$ cat src/rtl/i2cst_pkg.sv
// Package: shared bit positions of the status word.
// Assumes an 8-bit status word; software decodes these positions.
package i2cst_pkg;
    localparam int ST_W  = 8;
    localparam int B_TXE = 7;
    localparam int B_RXF = 6;
    localparam int B_HIT = 5;
    localparam int B_GC  = 4;
    localparam int B_DIR = 3;
    localparam int B_ARB = 2;
endpackage

$ cat src/rtl/i2cst_addr_match.sv
// Address decoder: tracks the first address byte after a START and the
// second byte of a 10-bit slave address. Emits one-cycle pulses for the
// first byte, for an own-address or general-call hit, and for a general call.
// Assumes the engine raises ev_start before the address byte of a transfer.
module i2cst_addr_match #(
    parameter int ADDR_W = 10,
    parameter int BYTE_W = 8
) (
    input  logic              clk,
    input  logic              rst_n,
    input  logic              en,
    input  logic              slave,
    input  logic              ten_bit,
    input  logic              gc_en,
    input  logic [ADDR_W-1:0] own_addr,
    input  logic              ev_start,
    input  logic              ev_addr,
    input  logic [BYTE_W-1:0] addr_byte,
    output logic              first_ev,
    output logic              first_dir,
    output logic              hit_ev,
    output logic              gc_ev
);
    localparam int SA_W  = BYTE_W - 1;
    localparam int HI_W  = ADDR_W - BYTE_W;
    localparam int HDR_W = BYTE_W - 1 - HI_W;
    localparam logic [HDR_W-1:0] HDR = {{(HDR_W-1){1'b1}}, 1'b0};

    logic armed;
    logic pending;
    logic second_ev;
    logic is_gc;
    logic hit7;
    logic hdr_ok;

    // Decode of the current address byte against own and general-call address.
    always_comb begin
        first_ev  = en & ev_addr & armed;
        second_ev = en & ev_addr & ~armed & pending;
        first_dir = addr_byte[0];
        is_gc     = gc_en & slave & (addr_byte[BYTE_W-1:1] == '0);
        gc_ev     = first_ev & is_gc;
        hit7      = first_ev & slave & ~ten_bit
                    & (addr_byte[BYTE_W-1:1] == own_addr[SA_W-1:0]);
        hdr_ok    = (addr_byte[BYTE_W-1 -: HDR_W] == HDR)
                    & (addr_byte[HI_W:1] == own_addr[ADDR_W-1 -: HI_W]);
        hit_ev    = gc_ev | hit7
                    | (second_ev & (addr_byte == own_addr[BYTE_W-1:0]));
    end

    // Tracks whether the next address byte is the first after START.
    always_ff @(posedge clk) begin
        if (!rst_n || !en) begin
            armed <= 1'b0;
        end else if (ev_start) begin
            armed <= 1'b1;
        end else if (ev_addr) begin
            armed <= 1'b0;
        end
    end

    // Tracks a matched 10-bit header awaiting its low address byte.
    always_ff @(posedge clk) begin
        if (!rst_n || !en) begin
            pending <= 1'b0;
        end else if (ev_start) begin
            pending <= 1'b0;
        end else if (first_ev && slave && ten_bit && hdr_ok && !is_gc) begin
            pending <= 1'b1;
        end else if (second_ev) begin
            pending <= 1'b0;
        end
    end

    // A 10-bit hit on a non-first byte needs an armed header.
    assert_ten_pending_R6: assert property (@(posedge clk) disable iff (!rst_n)
        (hit_ev && !first_ev) |-> pending);
endmodule

$ cat src/rtl/i2cst_flags.sv
// Flag register: holds the six live flags of the status word. Each flag has
// its own set event and its own clearing access; a set beats a same-cycle
// clear. Assumes CPU strobes last exactly one cycle per access.
module i2cst_flags
    import i2cst_pkg::*;
(
    input  logic            clk,
    input  logic            rst_n,
    input  logic            en,
    input  logic            slave,
    input  logic            first_ev,
    input  logic            first_dir,
    input  logic            hit_ev,
    input  logic            gc_ev,
    input  logic            ev_rx,
    input  logic            ev_txe,
    input  logic            ev_bit,
    input  logic            sda_drive,
    input  logic            sda_seen,
    input  logic            wr_data,
    input  logic            rd_data,
    input  logic            rd_stat,
    output logic [ST_W-1:0] stat
);
    logic txe_q, rxf_q, hit_q, gc_q, dir_q, arb_q;
    logic txe_set, rxf_set, arb_set;

    // Enable-qualified set conditions.
    always_comb begin
        txe_set = en & ev_txe;
        rxf_set = en & ev_rx;
        arb_set = en & ~slave & ev_bit & sda_drive & ~sda_seen;
    end

    // Transmit-empty: set when the engine takes the byte, cleared by data write.
    always_ff @(posedge clk) begin
        if (!rst_n)       txe_q <= 1'b1;
        else if (txe_set) txe_q <= 1'b1;
        else if (wr_data) txe_q <= 1'b0;
    end

    // Receive-full: set on a complete byte, cleared by data read.
    always_ff @(posedge clk) begin
        if (!rst_n)       rxf_q <= 1'b0;
        else if (rxf_set) rxf_q <= 1'b1;
        else if (rd_data) rxf_q <= 1'b0;
    end

    // Address-hit: set by the decoder, cleared by status read.
    always_ff @(posedge clk) begin
        if (!rst_n)       hit_q <= 1'b0;
        else if (hit_ev)  hit_q <= 1'b1;
        else if (rd_stat) hit_q <= 1'b0;
    end

    // Arbitration-lost: set on a driven-high/seen-low sample, cleared by status read.
    always_ff @(posedge clk) begin
        if (!rst_n)       arb_q <= 1'b0;
        else if (arb_set) arb_q <= 1'b1;
        else if (rd_stat) arb_q <= 1'b0;
    end

    // General-call: rewritten on each first slave address byte, zero when disabled.
    always_ff @(posedge clk) begin
        if (!rst_n || !en)           gc_q <= 1'b0;
        else if (first_ev && slave)  gc_q <= gc_ev;
    end

    // Read-direction: copy of the first address byte's LSB, zero when disabled.
    always_ff @(posedge clk) begin
        if (!rst_n || !en) dir_q <= 1'b0;
        else if (first_ev) dir_q <= first_dir;
    end

    // Packs the flags into their fixed positions.
    always_comb begin
        stat        = '0;
        stat[B_TXE] = txe_q;
        stat[B_RXF] = rxf_q;
        stat[B_HIT] = hit_q;
        stat[B_GC]  = gc_q;
        stat[B_DIR] = dir_q;
        stat[B_ARB] = arb_q;
    end

    assert_tx_clear_R3: assert property (@(posedge clk) disable iff (!rst_n)
        (wr_data && !txe_set) |=> !txe_q);
    assert_rx_set_wins_R4: assert property (@(posedge clk) disable iff (!rst_n)
        rxf_set |=> rxf_q);
    assert_stat_clear_R7: assert property (@(posedge clk) disable iff (!rst_n)
        (rd_stat && !hit_ev && !arb_set) |=> (!hit_q && !arb_q));
    assert_dir_off_R12: assert property (@(posedge clk) disable iff (!rst_n)
        !en |=> (!dir_q && !gc_q));
endmodule

$ cat src/rtl/i2cst_irq.sv
// Interrupt former: combines the flags into one level request. The
// transmit-empty term is masked during receive shifting or read-direction
// address shifting. Assumes flags come from registers.
module i2cst_irq
    import i2cst_pkg::*;
(
    input  logic            en,
    input  logic [ST_W-1:0] stat,
    input  logic            rx_shift,
    input  logic            addr_shift,
    output logic            irq
);
    logic tx_term;

    // Masked transmit term ORed with the other request sources.
    always_comb begin
        tx_term = stat[B_TXE] & ~(rx_shift | (addr_shift & stat[B_DIR]));
        irq     = en & (tx_term | stat[B_RXF] | stat[B_HIT] | stat[B_ARB]);
    end
endmodule

$ cat src/rtl/i2c_irq_status.sv
// Top: I2C status word with flag side effects and interrupt request.
// Decodes CPU strobes into clearing accesses and wires decoder, flags and
// interrupt former. Assumes the shifting engine supplies one-cycle strobes.
module i2c_irq_status
    import i2cst_pkg::*;
#(
    parameter int ADDR_W = 10,
    parameter int BYTE_W = 8
) (
    input  logic              clk,
    input  logic              rst_n,
    input  logic              ctl_en,
    input  logic              slave_mode,
    input  logic              ten_bit_mode,
    input  logic              gc_enable,
    input  logic [ADDR_W-1:0] own_addr,
    input  logic              cpu_rd,
    input  logic              cpu_wr,
    input  logic              cpu_sel,
    input  logic              ev_start,
    input  logic              ev_addr,
    input  logic [BYTE_W-1:0] addr_byte,
    input  logic              ev_rx_done,
    input  logic              ev_tx_taken,
    input  logic              ev_bit_sample,
    input  logic              sda_drive,
    input  logic              sda_seen,
    input  logic              rx_shifting,
    input  logic              addr_shifting,
    output logic [ST_W-1:0]   status,
    output logic              irq
);
    logic wr_data, rd_data, rd_stat;
    logic first_ev, first_dir, hit_ev, gc_ev;

    // Decodes CPU strobes into the three clearing accesses.
    always_comb begin
        wr_data = cpu_wr & cpu_sel;
        rd_data = cpu_rd & cpu_sel;
        rd_stat = cpu_rd & ~cpu_sel;
    end

    i2cst_addr_match #(.ADDR_W(ADDR_W), .BYTE_W(BYTE_W)) u_match (
        .clk(clk), .rst_n(rst_n), .en(ctl_en), .slave(slave_mode),
        .ten_bit(ten_bit_mode), .gc_en(gc_enable), .own_addr(own_addr),
        .ev_start(ev_start), .ev_addr(ev_addr), .addr_byte(addr_byte),
        .first_ev(first_ev), .first_dir(first_dir), .hit_ev(hit_ev), .gc_ev(gc_ev)
    );

    i2cst_flags u_flags (
        .clk(clk), .rst_n(rst_n), .en(ctl_en), .slave(slave_mode),
        .first_ev(first_ev), .first_dir(first_dir), .hit_ev(hit_ev), .gc_ev(gc_ev),
        .ev_rx(ev_rx_done), .ev_txe(ev_tx_taken), .ev_bit(ev_bit_sample),
        .sda_drive(sda_drive), .sda_seen(sda_seen),
        .wr_data(wr_data), .rd_data(rd_data), .rd_stat(rd_stat), .stat(status)
    );

    i2cst_irq u_irq (
        .en(ctl_en), .stat(status), .rx_shift(rx_shifting),
        .addr_shift(addr_shifting), .irq(irq)
    );

    assert_irq_quiet_R11: assert property (@(posedge clk) disable iff (!rst_n)
        (!status[B_TXE] && !status[B_RXF] && !status[B_HIT] && !status[B_ARB]) |-> !irq);
    assert_master_no_hit_R5: assert property (@(posedge clk) disable iff (!rst_n)
        (!slave_mode && !status[B_HIT] && !cpu_rd) |=> !status[B_HIT]);
endmodule

$ cat config.mk
export PLATFORM = sky130hd
export DESIGN_NAME = i2c_irq_status
export DESIGN_NICKNAME = d
export VERILOG_FILES = /design/src/rtl/i2cst_pkg.sv /design/src/rtl/i2cst_addr_match.sv /design/src/rtl/i2cst_flags.sv /design/src/rtl/i2cst_irq.sv /design/src/rtl/i2c_irq_status.sv
export SDC_FILE = /design/constraint.sdc
export NUM_CORES = 1
export LEC_CHECK = 0
export BUFFER_PORTS_ARGS = -buffer_cell sky130_fd_sc_hd__buf_2
export CORE_MARGIN = 8
export CORE_UTILIZATION = 42
export CTS_BUF_LIST = sky130_fd_sc_hd__clkbuf_4
export DETAILED_ROUTE_END_ITERATION = 8
export GPL_TIMING_DRIVEN = 0
export HOLD_SLACK_MARGIN = 0.1
export PLACE_DENSITY = 0.88
export SYNTH_ARGS = -nofsm -noshare
export SYNTH_HDL_FRONTEND = slang
export SYNTH_SLANG_ARGS = --single-unit
$ cat constraint.sdc
create_clock -name clk -period 1.6 [get_ports clk]
set_input_delay 0.16 -clock clk [delete_from_list [all_inputs] [get_ports clk]]
set_output_delay 0.16 -clock clk [all_outputs]
set_load 0.005 [all_outputs]
==> results of run 1 <==
## cells in the mapped netlist
master	instances	area, µm²
nand2_1	10	37.54
xnor2_1	10	87.58
buf_4	8	60.06
dfxtp_1	8	160.2
xor2_1	7	61.31
nand4_1	4	25.02
nor2_1	4	15.01
a21oi_1	3	15.01
nand3_1	3	15.01
nor4_1	3	18.77
a211oi_1	2	15.01
inv_1	2	7.510
o21ai_0	2	10.01
a22oi_1	1	7.510
and2_1	1	6.260
and4b_1	1	10.01
conb_1	1	3.750
mux2i_1	1	10.01
nand2b_1	1	6.260
nand3b_2	1	11.26
nand4b_1	1	8.760
nor2b_1	1	6.260
nor3b_1	1	7.510
o211ai_2	1	12.51
o41a_1	1	11.26
or4_4	1	11.26
## cell type report
cell class / instances / area [µm²]
buffer: 8 / 60.06
clock buffer: 3 / 22.52
fill: 142 / 564.3
inverter: 2 / 7.507
multi-input combinational: 62 / 416.7
sequential: 8 / 160.2
tap: 16 / 20.02
timing repair buffer: 43 / 220.2
## per-stage QoR
stage	util, %	worst slack, ns	instances
floorplan	-	0.4628	80
global placement	59.44	0.4182	138
detailed placement	59.44	0.3883	138
CTS	61.65	0.2620	142
global route	61.65	0.1381	142
finish	61.65	0.3015	142
## sequential cells by signal, summed over array words and instances, names as in the netlist
name,count
u_match.pending,1
u_flags.arb_q,1
u_flags.gc_q,1
u_flags.txe_q,1
u_flags.hit_q,1
u_match.armed,1
u_flags.dir_q,1
u_flags.rxf_q,1
## cells in the final DEF, fill, tap and decap left out, types with 2 or more instances in the layout
cell type  instances
inv_1              2
a21oi_1            3
o21ai_0            2
clkbuf_4           3
buf_4              8
dfxtp_1            8
buf_2             42
xnor2_1           10
nor4_1             3
a211oi_1           2
nor2_1             4
xor2_1             7
nand4_1            4
conb_1             2
nand2_1           10
nand3_1            3
## layer usage
metal  wire [µm]  global-route usage [%]  share of wire [%]  vias up
li1            -                       -                  -      361
met1         716                   13.87                 39      308
met2         821                   23.51                 45       42
met3         288                   4.813                 16        2
met4          17                   4.800               0.92        0
met5           0                       0                  0        -
## worst min-delay path: stages
cell and delay, ns:
buf_2 0.07, nand2_1 0.04, nand3_1 0.07
## timing repair
item	CTS	global route
setup endpoints to repair	0	0
hold endpoints to repair	1	0
buffers inserted	0	0
hold buffers	1	0
## kinds of logic (layout without fill, tap and decap cells)
group / count (synthesis) / after routing / share of synthesized area, %
XOR/XNOR: 17 / 17 / 23.24
AO/OA/AOI/OAI: 10 / 10 / 11.13
multiplexers: 1 / 1 / 1.563
other: 1 / 2 / 0.5854
AND/OR/NAND/NOR: 32 / 32 / 27.93
flip-flops: 8 / 8 / 25.00
buffers and inverters: 10 / 56 / 10.55
## power by group
part           switching, W  internal, W
Combinational     0.0000657    0.0000793
Sequential       0.00000394     0.000204
Clock             0.0000665    0.0000857
Total              0.000136     0.000369
## worst paths after layout
| path | end | slack, ns |
|---|---|---|
| worst max-delay path | irq | 0.30 |
| worst min-delay path | u_flags.txe_q | 0.13 |
| worst max register to register | u_flags.hit_q | 0.41 |
| worst min register to register | u_flags.dir_q | 0.49 |
==> flow_metrics.tcl, run 1 <==
set metrics [dict create \
    critPathSlowestCell "dfxtp_1" \
    rsz0062_at_grt "no" \
    fin_setup_tns_ns 0 \
    overflow 0 \
    placed_cell_area_um2 874.6 \
    startpoint "u_flags.dir_q" \
    cts_buffers 3 \
    grt_max_degree 7 \
    crit_family "compound AO/OA/AOI/OAI gates" \
    diodes 0 \
    p_leak_nw 0.4366 \
    clkTransAtPathRegs_ns 0.05 \
    status "finished, final reports clean" \
    r2r-start "u_match.armed" \
    clock_skew_ns 0.0009646 \
    antenna_found_initial 0 \
    clk_latency_ns 0.25 \
    drtAntennaViolNets 0 \
    finalSetupViolCount 0 \
    cts.path.max_buffers 2 \
    clock_sinks 8 \
    hold_path.class "in2reg" \
    die_w_um 55.06 \
    drt_drc_violations_left 0 \
    fin_crit_ns 1.299 \
    first_pass_iters 4 \
    crit_path_end_kind "output pin" \
    yosysWarnings 0 \
    seq_area_frac_synth_pct 25.00 \
    drtIter0Drc 5 \
    fin_area_um2 907.1 \
    dieArea_um2 3031 \
    slew_violations 0 \
    netlist_instances 79 \
    worstSetupPathType "reg2out" \
    netlist_area_um2 640.6 \
    path_cells "a211oi_1 -> o41a_1 -> buf_2" \
    routed_wl_um 1842 \
    rr_worst_depth 3 \
    startpoint_type "flop" \
    fin_nets 164 \
    cts_tree "built" \
    ctsHtreeMaxLevel 1 \
    initial_core_util_pct 43.54 \
    crit_fanout 3 \
    critPathBufInv 1 \
    cts_resized 0 \
    synth_area_per_cell_um2 8.109 \
    synth.distinct_cells 26 \
    io_buffers 42 \
    routabilityCongestion 0.8192 \
    grtUsageTotal_pct 13.21 \
    crit_arrival_ns 1.14 \
    first_global_vias 751 \
    fin_hold_ws_ns 0.1314 \
    hold_depth 3 \
    finalHoldViolCount 0 \
    row_count 14 \
    area_delta_synth_final_pct 41.60 \
    powerDensity_nw_per_um2 557.3 \
    timing.final.crit_share_pct 81.16 \
    cp.depth 3 \
    grt_pass1_wl_um 2994 \
    die_y_um 55.06 \
    cp.required_ns 1.44 \
    routed_via_density 5.021 \
    total_power_w 0.0005055 \
    ys_seq_elements 8 \
    drive_gt1_share_pct 44.44 \
    critPathMaxStageDelay_ns 0.35 \
    drv_cap 0 \
    vias 713 \
    peakVddDrop_mv 0.2771 \
    fmax_ghz 0.7701 \
    hp-start "ev_tx_taken" \
    io_pins 45 \
    routedWlPerCell_um 12.97 \
    dp_hpwl_um 1675 \
    coreArea_um2 1471 \
    root_buffer "clkbuf_4" \
]
Power figures use the tool's default switching activity.
==> inputs of run 2 (changes only) <==
Clock period 1.6 ns to 1.35 ns, I/O delays scaled along.
==> run 2 against run 1 <==
Compared with the run above: global-route usage unchanged; hold slack worse by 0.025 ns; combinational power up 19%.
==> flow_metrics.tcl, run 2 (same netlist as run 1, synthesis figures left out) <==
set metrics [dict create \
    status "finished, final reports clean" \
    startpoint_type "flop" \
    hold_depth 3 \
    fmax_ghz 0.7974 \
    finalSetupViolCount 0 \
    peakVddDrop_mv 0.3293 \
    cts_tree "built" \
    drtIter0Drc 5 \
    antenna_found_initial 0 \
    n_fill_cell 142 \
    grt_max_degree 7 \
    coreArea_um2 1471 \
    clk_latency_ns 0.25 \
    root_buffer "clkbuf_4" \
    multi_input_comb_area_um2 421.7 \
    cts.path.max_buffers 2 \
    clkTransAtPathRegs_ns 0.05 \
    overflow 0 \
    dp_hpwl_um 1675 \
    first_global_vias 751 \
    initial_core_util_pct 43.54 \
    area_delta_synth_final_pct 42.58 \
    die_y_um 55.06 \
    routed_wl_um 1843 \
    drt_drc_violations_left 0 \
    drv_cap 0 \
    powerDensity_nw_per_um2 658.7 \
    diodes 0 \
    cp.required_ns 1.22 \
    die_w_um 55.06 \
    routabilityCongestion 0.8192 \
    hold_path.class "in2reg" \
    final_common_cell "buf_2" \
    grtUsageTotal_pct 13.21 \
    routedWlPerCell_um 12.98 \
    utilization_pct 62.07 \
    r2r_slack_ns 0.16 \
    clock_sinks 8 \
    regArea_um2 161.4 \
    fin_setup_tns_ns 0 \
    p_leak_nw 0.4383 \
    routed_via_density 5.028 \
    drtAntennaViolNets 0 \
    fin_nets 164 \
    crit_fanout 3 \
    io_pins 45 \
    post_cts.repair.setup_buffers 0 \
    drive_gt1_share_pct 46.03 \
    crit_path_end_kind "output pin" \
    row_count 14 \
    io_buffers 42 \
    dieArea_um2 3031 \
    fin_crit_ns 1.254 \
    final_cell_mix "buf_2, nand2_1, xnor2_1" \
    crit_arrival_ns 1.12 \
    rr_worst_depth 3 \
    vias 714 \
    cts_buffers 3 \
    clock_skew_ns 0.0002520 \
    rsz0062_at_grt "no" \
    ctsHtreeMaxLevel 1 \
    timing.final.crit_share_pct 92.89 \
    total_power_w 0.0006017 \
    worstSetupPathType "reg2out" \
    slew_violations 0 \
    grt_pass1_wl_um 2994 \
    finalHoldViolCount 0 \
    first_pass_iters 4 \
]
## run 2: changes by cell type in the layout (fill, tap and decap cells not counted)
| cell | previous run | this run |
|---|---|---|
| dfxtp_1 | 8 | 7 |
| a211oi_1 | 2 | 1 |
| a211oi_2 | 0 | 1 |
| dfxtp_2 | 0 | 1 |
## run 2: layer usage
metal / GRT usage (%) / part of all wire, % / wire (µm) / vias to the layer above
met5: 0 / 0 / 0 / -
met4: 4.800 / 0.92 / 17 / 0
met3: 4.813 / 15 / 275 / 2
met2: 23.51 / 45 / 821 / 42
met1: 13.87 / 40 / 729 / 309
li1: - / - / - / 361
## run 2: power by group
part	internal, W	switching [W]
Sequential	0.000242	0.00000472
Combinational	0.0000947	0.0000786
Clock	0.000102	0.0000798
Total	0.000439	0.000163
## run 2: final cells by class
cell class | count | area share [%]
Multi-Input combinational cell | 62 | 46.16
Timing Repair Buffer | 43 | 24.11
Sequential cell | 8 | 17.67
Buffer | 8 | 6.575
Clock buffer | 3 | 2.466
Tap cell | 16 | 2.192
Inverter | 2 | 0.8219
## run 2: path summary, 6_finish.rpt
check                                   start            end
worst max-delay path            u_flags.hit_q            irq
worst min-delay path              ev_tx_taken  u_flags.txe_q
worst max register to register  u_match.armed  u_flags.hit_q
worst min register to register  u_flags.dir_q  u_flags.dir_q
## run 2: per-stage QoR
| step | hold WS, ns | std cells | setup WS (ns) | cell area (µm²) |
|---|---|---|---|---|
| 3_5_place_dp | 0.3290 | 138 | 0.1633 | 874.6 |
| 2_1_floorplan | 0.2068 | 80 | 0.2128 | 644.4 |
| 4_1_cts | 0.1003 | 142 | 0.03704 | 907.1 |
| 3_3_place_gp | 0.3164 | 138 | 0.1827 | 874.6 |
| 6_report | 0.1066 | 142 | 0.09595 | 913.4 |
| 5_1_grt | 0.1196 | 142 | 0.01770 | 913.4 |
## run 2: timing repair
| item | 4_1_cts | 5_1_grt |
|---|---|---|
| hold endpoints to repair | 1 | 0 |
| hold buffers | 1 | 0 |
| setup endpoints to repair | 0 | 1 |
| resized for setup | 0 | 2 |
## run 2: worst max-delay path, stage by stage, from the launching register on
cell and delay, ns:
dfxtp_1 0.32, o41a_1 0.41, buf_2 0.13
==> inputs of run 3 (changes only) <==
Settings changed: REMOVE_ABC_BUFFERS set to 1.
==> run 3 against run 2 <==
Compared with the run above: clock power rose by 4%; count of clock-buffer cells in the layout stayed put; worst setup slack lost 0.018 ns; combinational power down 5%; power fell by 0.45%; register-to-register slack got worse by 0.02 ns; critical path type unchanged; largest power group unchanged; global-route usage fell by 0.16 points; utilization is 3.8 points lower.
==> flow_metrics.tcl, run 3 (same netlist as run 1, synthesis figures left out) <==
set metrics [dict create \
    status "finished, final reports clean" \
    routed_wl_um 1915 \
    first_pass_iters 4 \
    overflow 0 \
    clkTransAtPathRegs_ns 0.06 \
    startpoint_type "flop" \
    cts.path.max_buffers 2 \
    coreArea_um2 1471 \
    root_buffer "clkbuf_4" \
    routabilityCongestion 0.8739 \
    antenna_found_initial 0 \
    crit_arrival_ns 1.14 \
    fin_crit_ns 1.272 \
    io_pins 45 \
    pre_cts_slack_ns 0.1624 \
    worstSetupPathType "reg2out" \
    fin_setup_tns_ns 0 \
    finalHoldViolCount 0 \
    hold_path.class "in2reg" \
    clock_sinks 8 \
    drt_drc_violations_left 0 \
    routed_via_density 5.193 \
    initial_core_util_pct 43.54 \
    clock_skew_ns 0.01190 \
    cts_tree "built" \
    crit_fanout 3 \
    peakVddDrop_mv 0.2990 \
    fin_ws_ns 0.07789 \
    ctsHtreeMaxLevel 1 \
    post_cts.repair.setup_buffers 0 \
    diodes 0 \
    vias 701 \
    dp_hpwl_um 1607 \
    p_leak_nw 0.3985 \
    finalSetupViolCount 0 \
    drive_gt1_share_pct 40.34 \
    grt_max_degree 7 \
    grtUsageTotal_pct 13.05 \
    final_cell_mix "buf_2, nand2_1, xnor2_1" \
    cp.required_ns 1.22 \
    grt_pass1_wl_um 2980 \
    drv_cap 0 \
    slew_violations 0 \
    drtAntennaViolNets 0 \
    die_w_um 55.06 \
    fmax_ghz 0.7861 \
    final_common_cell "buf_2" \
    cts_buffers 3 \
    routedWlPerCell_um 14.19 \
    clk_latency_ns 0.26 \
    crit_path_end_kind "output pin" \
    drtIter0Drc 18 \
    first_global_vias 730 \
    area_delta_synth_final_pct 33.79 \
    die_y_um 55.06 \
    io_buffers 42 \
    row_count 14 \
    dieArea_um2 3031 \
    timing.final.crit_share_pct 94.23 \
    rsz0062_at_grt "no" \
    powerDensity_nw_per_um2 698.9 \
    fin_nets 157 \
]
-- run 3: final timing paths --
kind,startpoint,to,slack [ns],depth (start not counted)
worst max-delay path,u_flags.hit_q,irq,0.08,2
worst max register to register,u_match.armed,u_match.pending,0.14,4
worst min register to register,u_flags.txe_q,u_flags.txe_q,0.49,2
worst min-delay path,rst_n,u_flags.txe_q,0.11,2
-- run 3: power breakdown --
group          leakage, nW  total (W)  switching, W  internal, W
Sequential          0.0650   0.000246    0.00000407     0.000242
Clock               0.0138   0.000189     0.0000869     0.000102
Combinational        0.320   0.000164     0.0000764    0.0000874
-- run 3: timing repair --
item                       4_1_cts  5_1_grt
hold endpoints to repair         2        0
gates resized for setup          0        0
setup endpoints to repair        0        0
hold buffers                     2        0
-- run 3: metrics by stage --
step	total power (W)	hold slack [ns]	instances	utilization, %	area [µm²]
after floorplan	0.0003188	0.2068	72	-	584.3
after global placement	0.0004045	0.3119	130	55.36	814.5
after detailed placement	0.0004100	0.3242	130	55.36	814.5
after CTS	0.0006003	0.1039	135	58.25	857.1
after global routing	0.0006357	0.1194	135	58.25	857.1
final	0.0005990	0.1057	135	58.25	857.1
-- run 3: layout make-up --
type	count	area, µm²
fillers	148	614.3
multi-input cells	62	416.7
repair buffers	44	230.2
flip-flops and latches	8	160.2
clock buffers	3	22.52
well taps	16	20.02
inverters	2	7.507
-- run 3: critical path: stages (launching register included) --
cell,delay (ns)
dfxtp_1,0.33
o41a_1,0.42
buf_2,0.13
-- run 3: per-layer routing --
layer	routed length, µm	vias up	share of wire [%]	global-route usage, %
li1	-	348	-	-
met1	709	316	37	12.50
met2	972	33	51	24.44
met3	211	4	11	4.545
met4	22	0	1.1	5.600
met5	0	-	0	0
